File: config.mk
export PLATFORM = sky130hd
export DESIGN_NAME = pwrsup_top
export DESIGN_NICKNAME = d
export VERILOG_FILES = /design/src/rtl/pwrsup_pkg.sv /design/src/rtl/pwrsup_sync.sv /design/src/rtl/pwrsup_button.sv /design/src/rtl/pwrsup_pok.sv /design/src/rtl/pwrsup_rise.sv /design/src/rtl/pwrsup_top.sv
export SDC_FILE = /design/constraint.sdc
export NUM_CORES = 1
export LEC_CHECK = 0
export CAP_MARGIN = 25
export CELL_PAD_IN_SITES_DETAIL_PLACEMENT = 2
export CELL_PAD_IN_SITES_GLOBAL_PLACEMENT = 2
export CORE_UTILIZATION = 35
export DETAILED_ROUTE_END_ITERATION = 10
export PLACE_DENSITY = 0.76
export SYNTH_ARGS = -nofsm -noshare
export SYNTH_HDL_FRONTEND = slang
export SYNTH_SLANG_ARGS = --single-unit
File: constraint.sdc
create_clock -name clk_i -period 1.95 [get_ports clk_i]
set_input_delay 0.2925 -clock clk_i [delete_from_list [all_inputs] [get_ports clk_i]]
set_output_delay 0.2925 -clock clk_i [all_outputs]
set_load 0.01 [all_outputs]
File: src/rtl/pwrsup_pkg.sv
package pwrsup_pkg;

    typedef enum logic [1:0] {
        BTN_UP   = 2'd0,
        BTN_WAIT = 2'd1,
        BTN_DOWN = 2'd2
    } btn_state_e;

    typedef enum logic [1:0] {
        POK_OFF   = 2'd0,
        POK_STAGE = 2'd1,
        POK_ON    = 2'd2
    } pok_state_e;

    // synchroniser lane assignment
    localparam int unsigned LANE_SW    = 0;
    localparam int unsigned LANE_PG    = 1;
    localparam int unsigned LANE_PRST  = 2;
    localparam int unsigned LANE_FORCE = 3;
    localparam int unsigned LANES      = 4;

endpackage

File: src/rtl/pwrsup_sync.sv
module pwrsup_sync #(
    parameter int unsigned         WIDTH   = 4,
    parameter int unsigned         STAGES  = 2,
    parameter logic [WIDTH-1:0]    RST_VAL = '0
) (
    input  logic             clk_i,
    input  logic             rst_ni,
    input  logic [WIDTH-1:0] async_i,
    output logic [WIDTH-1:0] sync_o
);

    for (genvar b = 0; b < WIDTH; b++) begin : g_lane
        logic [STAGES-1:0] chain_q;

        always_ff @(posedge clk_i or negedge rst_ni) begin
            if (!rst_ni) begin
                chain_q <= {STAGES{RST_VAL[b]}};
            end else begin
                chain_q <= {chain_q[STAGES-2:0], async_i[b]};
            end
        end

        assign sync_o[b] = chain_q[STAGES-1];
    end

endmodule

File: src/rtl/pwrsup_button.sv
module pwrsup_button
    import pwrsup_pkg::*;
#(
    parameter int unsigned CONFIRM_CYC = 320000
) (
    input  logic clk_i,
    input  logic rst_ni,
    input  logic sw_n_i,
    output logic btn_n_o
);

    localparam int unsigned CW = $clog2(CONFIRM_CYC + 1);
    localparam logic [CW-1:0] LAST = CW'(CONFIRM_CYC - 1);

    btn_state_e    st_q, st_d;
    logic [CW-1:0] cnt_q, cnt_d;

    // state register
    always_ff @(posedge clk_i or negedge rst_ni) begin
        if (!rst_ni) begin
            st_q  <= BTN_UP;
            cnt_q <= '0;
        end else begin
            st_q  <= st_d;
            cnt_q <= cnt_d;
        end
    end

    // next state
    always_comb begin
        st_d  = st_q;
        cnt_d = cnt_q;
        unique case (st_q)
            BTN_UP: begin
                cnt_d = '0;
                if (!sw_n_i) begin
                    st_d = BTN_WAIT;          // press-seen
                end
            end
            BTN_WAIT: begin
                if (cnt_q == LAST) begin
                    cnt_d = '0;
                    st_d  = sw_n_i ? BTN_UP   // spurious
                                   : BTN_DOWN; // confirm
                end else begin
                    cnt_d = cnt_q + 1'b1;
                end
            end
            BTN_DOWN: begin
                cnt_d = '0;
                if (sw_n_i) begin
                    st_d = BTN_UP;            // release
                end
            end
            default: begin
                st_d  = BTN_UP;
                cnt_d = '0;
            end
        endcase
    end

    // outputs
    always_comb begin
        btn_n_o = (st_q != BTN_DOWN);
    end

endmodule

File: src/rtl/pwrsup_pok.sv
module pwrsup_pok
    import pwrsup_pkg::*;
#(
    parameter int unsigned STAGGER_CYC = 320000
) (
    input  logic clk_i,
    input  logic rst_ni,
    input  logic pg_i,
    input  logic force_i,
    output logic pok1_o,
    output logic pok2_o
);

    localparam int unsigned CW = $clog2(STAGGER_CYC + 1);
    localparam logic [CW-1:0] LAST = CW'(STAGGER_CYC - 1);

    pok_state_e    st_q, st_d;
    logic [CW-1:0] cnt_q, cnt_d;
    logic          drop;

    assign drop = !pg_i || force_i;

    // state register
    always_ff @(posedge clk_i or negedge rst_ni) begin
        if (!rst_ni) begin
            st_q  <= POK_OFF;
            cnt_q <= '0;
        end else begin
            st_q  <= st_d;
            cnt_q <= cnt_d;
        end
    end

    // next state
    always_comb begin
        st_d  = st_q;
        cnt_d = cnt_q;
        unique case (st_q)
            POK_OFF: begin
                cnt_d = '0;
                if (!drop) begin
                    st_d = POK_STAGE;         // good-seen
                end
            end
            POK_STAGE: begin
                if (drop) begin
                    st_d  = POK_OFF;          // drop
                    cnt_d = '0;
                end else if (cnt_q == LAST) begin
                    st_d  = POK_ON;           // stagger-done
                    cnt_d = '0;
                end else begin
                    cnt_d = cnt_q + 1'b1;
                end
            end
            POK_ON: begin
                cnt_d = '0;
                if (drop) begin
                    st_d = POK_OFF;           // drop
                end
            end
            default: begin
                st_d  = POK_OFF;
                cnt_d = '0;
            end
        endcase
    end

    // outputs
    always_comb begin
        pok1_o = (st_q != POK_OFF);
        pok2_o = (st_q == POK_ON);
    end

endmodule

File: src/rtl/pwrsup_rise.sv
module pwrsup_rise (
    input  logic clk_i,
    input  logic rst_ni,
    input  logic lvl_i,
    output logic pulse_o
);

    logic prev_q, pulse_q;

    always_ff @(posedge clk_i or negedge rst_ni) begin
        if (!rst_ni) begin
            prev_q  <= 1'b0;
            pulse_q <= 1'b0;
        end else begin
            prev_q  <= lvl_i;
            pulse_q <= lvl_i && !prev_q;
        end
    end

    assign pulse_o = pulse_q;

endmodule

File: src/rtl/pwrsup_top.sv
module pwrsup_top
    import pwrsup_pkg::*;
#(
    parameter int unsigned CONFIRM_CYC = 320000,
    parameter int unsigned STAGGER_CYC = 320000,
    parameter int unsigned SYNC_STAGES = 2
) (
    input  logic clk_i,
    input  logic rst_ni,
    input  logic pwr_sw_ni,
    input  logic sys_pg_i,
    input  logic plat_rst_ni,
    input  logic force_off_i,
    output logic pwr_btn_no,
    output logic core_pok_o,
    output logic sys_pok_o,
    output logic periph_en_o
);

    localparam logic [LANES-1:0] SYNC_RST = LANES'(1) << LANE_SW;

    logic [LANES-1:0] raw_in, sync_in;
    logic sw_s, pg_s, prst_s, force_s;

    always_comb begin
        raw_in             = '0;
        raw_in[LANE_SW]    = pwr_sw_ni;
        raw_in[LANE_PG]    = sys_pg_i;
        raw_in[LANE_PRST]  = plat_rst_ni;
        raw_in[LANE_FORCE] = force_off_i;
    end

    pwrsup_sync #(
        .WIDTH   (LANES),
        .STAGES  (SYNC_STAGES),
        .RST_VAL (SYNC_RST)
    ) u_sync (
        .clk_i   (clk_i),
        .rst_ni  (rst_ni),
        .async_i (raw_in),
        .sync_o  (sync_in)
    );

    assign sw_s    = sync_in[LANE_SW];
    assign pg_s    = sync_in[LANE_PG];
    assign prst_s  = sync_in[LANE_PRST];
    assign force_s = sync_in[LANE_FORCE];

    pwrsup_button #(
        .CONFIRM_CYC (CONFIRM_CYC)
    ) u_button (
        .clk_i   (clk_i),
        .rst_ni  (rst_ni),
        .sw_n_i  (sw_s),
        .btn_n_o (pwr_btn_no)
    );

    pwrsup_pok #(
        .STAGGER_CYC (STAGGER_CYC)
    ) u_pok (
        .clk_i   (clk_i),
        .rst_ni  (rst_ni),
        .pg_i    (pg_s),
        .force_i (force_s),
        .pok1_o  (core_pok_o),
        .pok2_o  (sys_pok_o)
    );

    pwrsup_rise u_rise (
        .clk_i   (clk_i),
        .rst_ni  (rst_ni),
        .lvl_i   (prst_s),
        .pulse_o (periph_en_o)
    );

endmodule

==> flow_summary.yaml, run 1 <==
run_status:
  status: "completed"
cts:
  cts_root_buf: "clkbuf_8"
  cts_inserted_buffers: 5
  cts_sinks: 52
  cts_tree: "done"
  htreeDepth: 2
  clkLatencyLatePin_ns: 0.30
  path_clk_slew_ns: 0.09
  cts_max_path_buffers: 2
placed_design:
  place_area_um2: 2590
  port_buffers: 9
  dpl.hpwl_um: 3640
  place_congestion: 0.746
grt:
  grt_pass1_wl_um: 9340
  grt-busiest-layer: "met2"
  met2_usage: 0.297
  grt_max_degree: 53
  antenna_found_initial: 0
  grt_use_total: 0.169
  grt_overflow: 0
  met3_usage: 0.0268
  grtUsageMet1: 0.218
  grt_pass1_vias: 1905
synth:
  ys_seq_area_frac: 0.565
  yosys_warnings: 0
  syn-num-nets: 228
  synth_compound_gate_area_share: 0.0656
  synth_fa_ha_area_frac: 0.0108
  yosys.area.top_type_share: 0.542
  synth_cell_types: 35
  postSynthCellCount: 220
  synth_area_leaders: "dfrtp_1 54%, xnor2_1 7.2%, nor2_1 5.5%, dfstp_2 2.3%, a21oi_1 2.2%"
  synth-seq-cells: 52
  synthXorXnorAreaFrac: 0.0911
  yosys.area.top_type: "dfrtp_1"
  avgSynthCellArea_um2: 10.5
  synth_top_family_by_area: "simple AND/OR/NAND/NOR gates"
  muxShareOfSynthArea: 0
  mappedNetlistArea_um2: 2310
  synth_simple_gate_area_share: 0.243
worst_setup_path:
  endpoint_kind: "flip-flop"
  cp_max_fo: 5
  setup.worst_path.class: "flip-flop to flip-flop"
  required_ns: 2.17
  r2r-start: "u_button.cnt_q[1]$_DFF_PN0_"
  worstPathArrival_ns: 2.08
  setup.worst_path.start_class: "flip-flop"
  worstSetupStartpoint: "u_button.cnt_q[1]$_DFF_PN0_"
drt:
  routed_wl_um: 5390
  vias_per_cell: 5.26
  route.vias.total: 1703
  drtAntennaViolNets: 0
  drc: 0
  first_pass_iters: 4
  drtIter0Drc: 62
  drt-wirelength-per-cell_um: 16.6
floorplan:
  rows: 29
  die-area_um2: 6920
  die_h_um: 83.2
  start_util: 0.363
  chipWidth_um: 83.2
  core_um2: 6350
  ios: 10
sta:
  rsz0062_at_grt: "no"
  max_freq_mhz: 536
  tns_ns: 0
  setup_viol: 0
  finalCritPeriodShare: 0.957
  tightest_slew_ns: 0.437
  min_period_ns: 1.87
  relSlewSlack: 0.706
  final.setup_skew_ns: 0.00833
  whs_ns: 0.361
  hold_viol: 0
  final_max_slew_viol_count: 0
power_and_ir_drop:
  cellLeakagePower_nw: 1.08
  p_total_mw: 1.79
  power_density_nw_per_um2: 656
  max-vdd-ir-drop_uv: 388
finish:
  diodes: 0
  post-route-util: 0.429
  nets: 254
  drive_gt1_frac: 0.158
  syn_to_final_growth_pct: 18.1
  design_area_um2: 2720
min_path:
  hold_start: "u_sync.g_lane[1].chain_q[0]$_DFF_PN0_"
  worstHoldPathType: "flip-flop to flip-flop"
job:
  cap_violations: 0
[sequential cells by signal (all words and copies together) (netlist names)]
signal,flops
u_sync.g_lane.chain_q,8
u_button.cnt_q,19
u_pok.cnt_q,19
u_rise.pulse_o,1
u_pok.st_q,2
u_rise.prev_q,1
u_button.st_q,2
[layer usage]
layer	share of wire	up-vias
met5	0	-
met4	0.0054	0
met3	0.016	2
met2	0.53	13
met1	0.45	877
li1	-	811
[timing repair]
item	CTS	global route
buffers inserted	0	1
hold endpoints to repair	50	0
hold buffers	1	0
resized for setup	2	5
setup endpoints to repair	6	8
[kinds of logic (layout without fill, tap and decap cells)]
family | after synthesis | in the layout
simple gates | 104 | 104
flops | 52 | 52
compound gates | 26 | 26
xor+xnor | 24 | 24
buf+inv | 12 | 39
fa+ha+maj | 2 | 2
[worst max-delay path: stages, from the launching register on]
cell and delay (ns):
dfrtp_1 0.41, ha_4 0.17, nand3_2 0.12, or3_4 0.42, or4_1 0.48, a21oi_1 0.18
[synth_stat cells (all sizes together)]
cell / instances
dfrtp: 50
nor2: 34
xnor2: 19
nand2: 13
nand3: 11
a21oi: 10
o21ai: 10
inv: 9
or3: 9
nor3: 8
or4: 7
nand4: 6
xor2: 5
nor4: 4
and3: 3
buf: 3
nor2b: 3
dfstp: 2
ha: 2
nand2b: 2
nor4b: 2
o31ai: 2
a211oi: 1
a21o: 1
a31oi: 1
nor4bb: 1
o41a: 1
or2: 1
[per-stage QoR]
stage          instances  setup slack [ns]
2_1_floorplan        220             0.121
3_5_place_dp         314           -0.0350
4_1_cts              323            0.0171
6_report             324            0.0842
3_3_place_gp         314             0.105
5_1_grt              324           0.00175
[placed cells by master (no fill, tap or decap), drive strengths merged, types with 3 or more instances in the layout]
cell / Yosys / routed
dfrtp: 50 / 50
nor2: 34 / 34
xnor2: 19 / 19
nand2: 13 / 13
buf: 3 / 13
nand3: 11 / 11
a21oi: 10 / 10
o21ai: 10 / 10
inv: 9 / 9
or3: 9 / 9
nor3: 8 / 8
clkdlybuf4s50: 0 / 8
or4: 7 / 7
clkbuf: 0 / 6
nand4: 6 / 6
xor2: 5 / 5
nor4: 4 / 4
and3: 3 / 3
nor2b: 3 / 3
[final timing paths]
check / to / slack, ns / cells past startpoint
max: u_button.cnt_q[18]$_DFF_PN0_ / 0.08 / 5
min: u_sync.g_lane[1].chain_q[1]$_DFF_PN0_ / 0.36 / 0
max reg2reg: u_button.cnt_q[18]$_DFF_PN0_ / 0.08 / 5
min reg2reg: u_sync.g_lane[1].chain_q[1]$_DFF_PN0_ / 0.36 / 0
max in group asynchronous: u_sync.g_lane[0].chain_q[1]$_DFF_PN1_ / 1.14 / 3
min in group asynchronous: u_pok.cnt_q[17]$_DFF_PN0_ / 0.51 / 3
[report_power, final]
| part | switching (mW) | internal [mW] | leakage (nW) |
|---|---|---|---|
| clock network | 0.344 | 0.284 | 0.0510 |
| logic | 0.0355 | 0.0257 | 0.349 |
| registers | 0.00469 | 1.09 | 0.683 |
| total | 0.384 | 1.40 | 1.08 |
[area by class of cell]
| type | count | area [um2] |
|---|---|---|
| fill | 671 | 3630 |
| sequential | 52 | 1310 |
| multi-input combinational | 156 | 972 |
| timing repair buffer | 22 | 223 |
| tap | 77 | 96.3 |
| clock buffer | 6 | 82.6 |
| inverter | 9 | 33.8 |
| clock inverter | 2 | 10.0 |
No activity file was read; power rests on OpenSTA's default activity.
==> run 2, diff against run 1 <==
CTS_BUF_LIST = sky130_fd_sc_hd__clkbuf_16   (was not set)
SETUP_SLACK_MARGIN = 0.1   (was not set)
==> flow_summary.yaml, run 2 (same netlist as run 1, synthesis figures left out) <==
worst_setup_path:
  endpoint_kind: "flip-flop"
  rr_endpoint: "u_button.cnt_q[18]$_DFF_PN0_"
  slowest_delay_ns: 0.50
  setup.worst_path.class: "flip-flop to flip-flop"
  r2r_cells: 6
  worstPathArrival_ns: 2.05
  slowest_stage: "or4_4"
  crit_chain: "buf_4 > ha_4 > nand3_4 > or3_4 > or4_4 > a21oi_2"
  r2r-start: "u_button.cnt_q[0]$_DFF_PN0_"
  required_ns: 2.16
  setup.worst_path.start_class: "flip-flop"
  critical_path_buf_inv_count: 1
  critPathTopFamily: "simple AND/OR/NAND/NOR gates"
  r2r_setup_slack_ns: 0.12
  cp_max_fo: 5
floorplan:
  die-area_um2: 6920
  rows: 29
  start_util: 0.363
  chipWidth_um: 83.2
  ios: 10
  core_um2: 6350
  die_h_um: 83.2
cts:
  cts_sinks: 52
  cts_tree: "done"
  htreeDepth: 2
  cts_inserted_buffers: 5
  path_clk_slew_ns: 0.07
  clkLatencyLatePin_ns: 0.29
  cts_root_buf: "clkbuf_16"
  cts_max_path_buffers: 2
finish:
  nets: 259
  diodes: 0
  design_area_um2: 2850
  syn_to_final_growth_pct: 23.6
  final_cell_mix: "47 x dfrtp_1, 34 x nor2_1, 19 x xnor2_1"
  fin_cells: 329
  drive_gt1_frac: 0.202
  largestRegisters: "u_button.cnt_q (19), u_pok.cnt_q (19), u_sync.g_lane.chain_q (8)"
  final_common_cell: "dfrtp_1"
  fillerInstances: 647
placed_design:
  place_congestion: 0.746
  port_buffers: 9
  pre_cts_slack_ns: -0.0350
  dp_cells: 314
  place_area_um2: 2590
  dpl.hpwl_um: 3640
min_path:
  hold_start: "u_sync.g_lane[1].chain_q[0]$_DFF_PN0_"
  worstHoldPathType: "flip-flop to flip-flop"
  holdPathStages: 0
  min_to: "u_sync.g_lane[1].chain_q[1]$_DFF_PN0_"
job:
  cap_violations: 0
grt:
  grt_use_total: 0.169
  antenna_found_initial: 0
  grt_pass1_wl_um: 9280
  grt_max_degree: 53
  grt_overflow: 0
  grt_pass1_vias: 1936
sta:
  layout_setup_ws_ns: 0.116
  tightest_slew_ns: 0.374
  final.setup_skew_ns: 0.00372
  max_freq_mhz: 545
  rsz0062_at_grt: "no"
  min_period_ns: 1.83
  relSlewSlack: 0.749
  final_max_slew_viol_count: 0
  finalCritPeriodShare: 0.940
  setup_viol: 0
  hold_viol: 0
  whs_ns: 0.354
power_and_ir_drop:
  p_total_mw: 2.00
  power_density_nw_per_um2: 703
  max-vdd-ir-drop_uv: 425
  cellLeakagePower_nw: 1.13
drt:
  route.vias.total: 1730
  drc: 0
  drt-wirelength-per-cell_um: 17.2
  drtIter0Drc: 66
  routed_wl_um: 5670
  vias_per_cell: 5.26
  drtAntennaViolNets: 0
  first_pass_iters: 4
run_status:
  status: "completed"
[run 2: cell count changes in the layout (fill, tap and decap cells not counted), sizes merged]
| cell | before | now |
|---|---|---|
| clkbuf | 6 | 5 |
| buf | 13 | 18 |
| clkinv | 2 | 3 |
[run 2: repair_timing]
action | 4_1_cts | 5_1_grt
pin swaps | 0 | 7
hold buffers | 1 | 0
gates resized for setup | 4 | 13
setup buffers | 3 | 3
endpoints found under the setup margin | 20 | 22
endpoints found under the hold margin | 6 | 0
[run 2: report_power, final]
group / switching, mW / leakage [nW] / internal (mW)
clock: 0.378 / 0.0710 / 0.467
sequential: 0.00471 / 0.681 / 1.09
combinational: 0.0353 / 0.381 / 0.0259
[run 2: worst max-delay path by stage]
stage	startpoint	endpoint	cells after the start
after floorplan	u_pok.cnt_q[0]$_DFF_PN0_	u_pok.cnt_q[18]$_DFF_PN0_	5
after global placement	u_button.cnt_q[0]$_DFF_PN0_	u_button.cnt_q[18]$_DFF_PN0_	5
after detailed placement	u_button.cnt_q[0]$_DFF_PN0_	u_button.cnt_q[18]$_DFF_PN0_	5
after CTS	u_button.cnt_q[0]$_DFF_PN0_	u_button.cnt_q[13]$_DFF_PN0_	5
after global routing	u_button.cnt_q[0]$_DFF_PN0_	u_button.cnt_q[18]$_DFF_PN0_	6
final	u_button.cnt_q[0]$_DFF_PN0_	u_button.cnt_q[18]$_DFF_PN0_	6
[run 2: final cells by class]
type                    count  area [um2]  area share
clock buffers               5         125      0.0439
multi-input cells         156        1010       0.356
flip-flops and latches     52        1310       0.459
inverters                   9        33.8      0.0118
clock inverters             3        13.8     0.00483
repair buffers             27         260      0.0913
well taps                  77        96.3      0.0338
[run 2: per-stage QoR]
step,util,TNS (ns)
detailed placement,0.407,-0.0350
CTS,0.438,0
global placement,0.407,0
floorplan,-,0
finish,0.449,0
global route,0.449,0
[run 2: layer usage]
layer  vias to the layer above  share of wire  wire, um  track usage
met1                       882           0.44      2480        0.218
met4                         0          0.012        68       0.0752
li1                        822              -         -            -
met5                         -              0         0            0
met2                        20           0.53      2980        0.278
met3                         6          0.024       136       0.0298
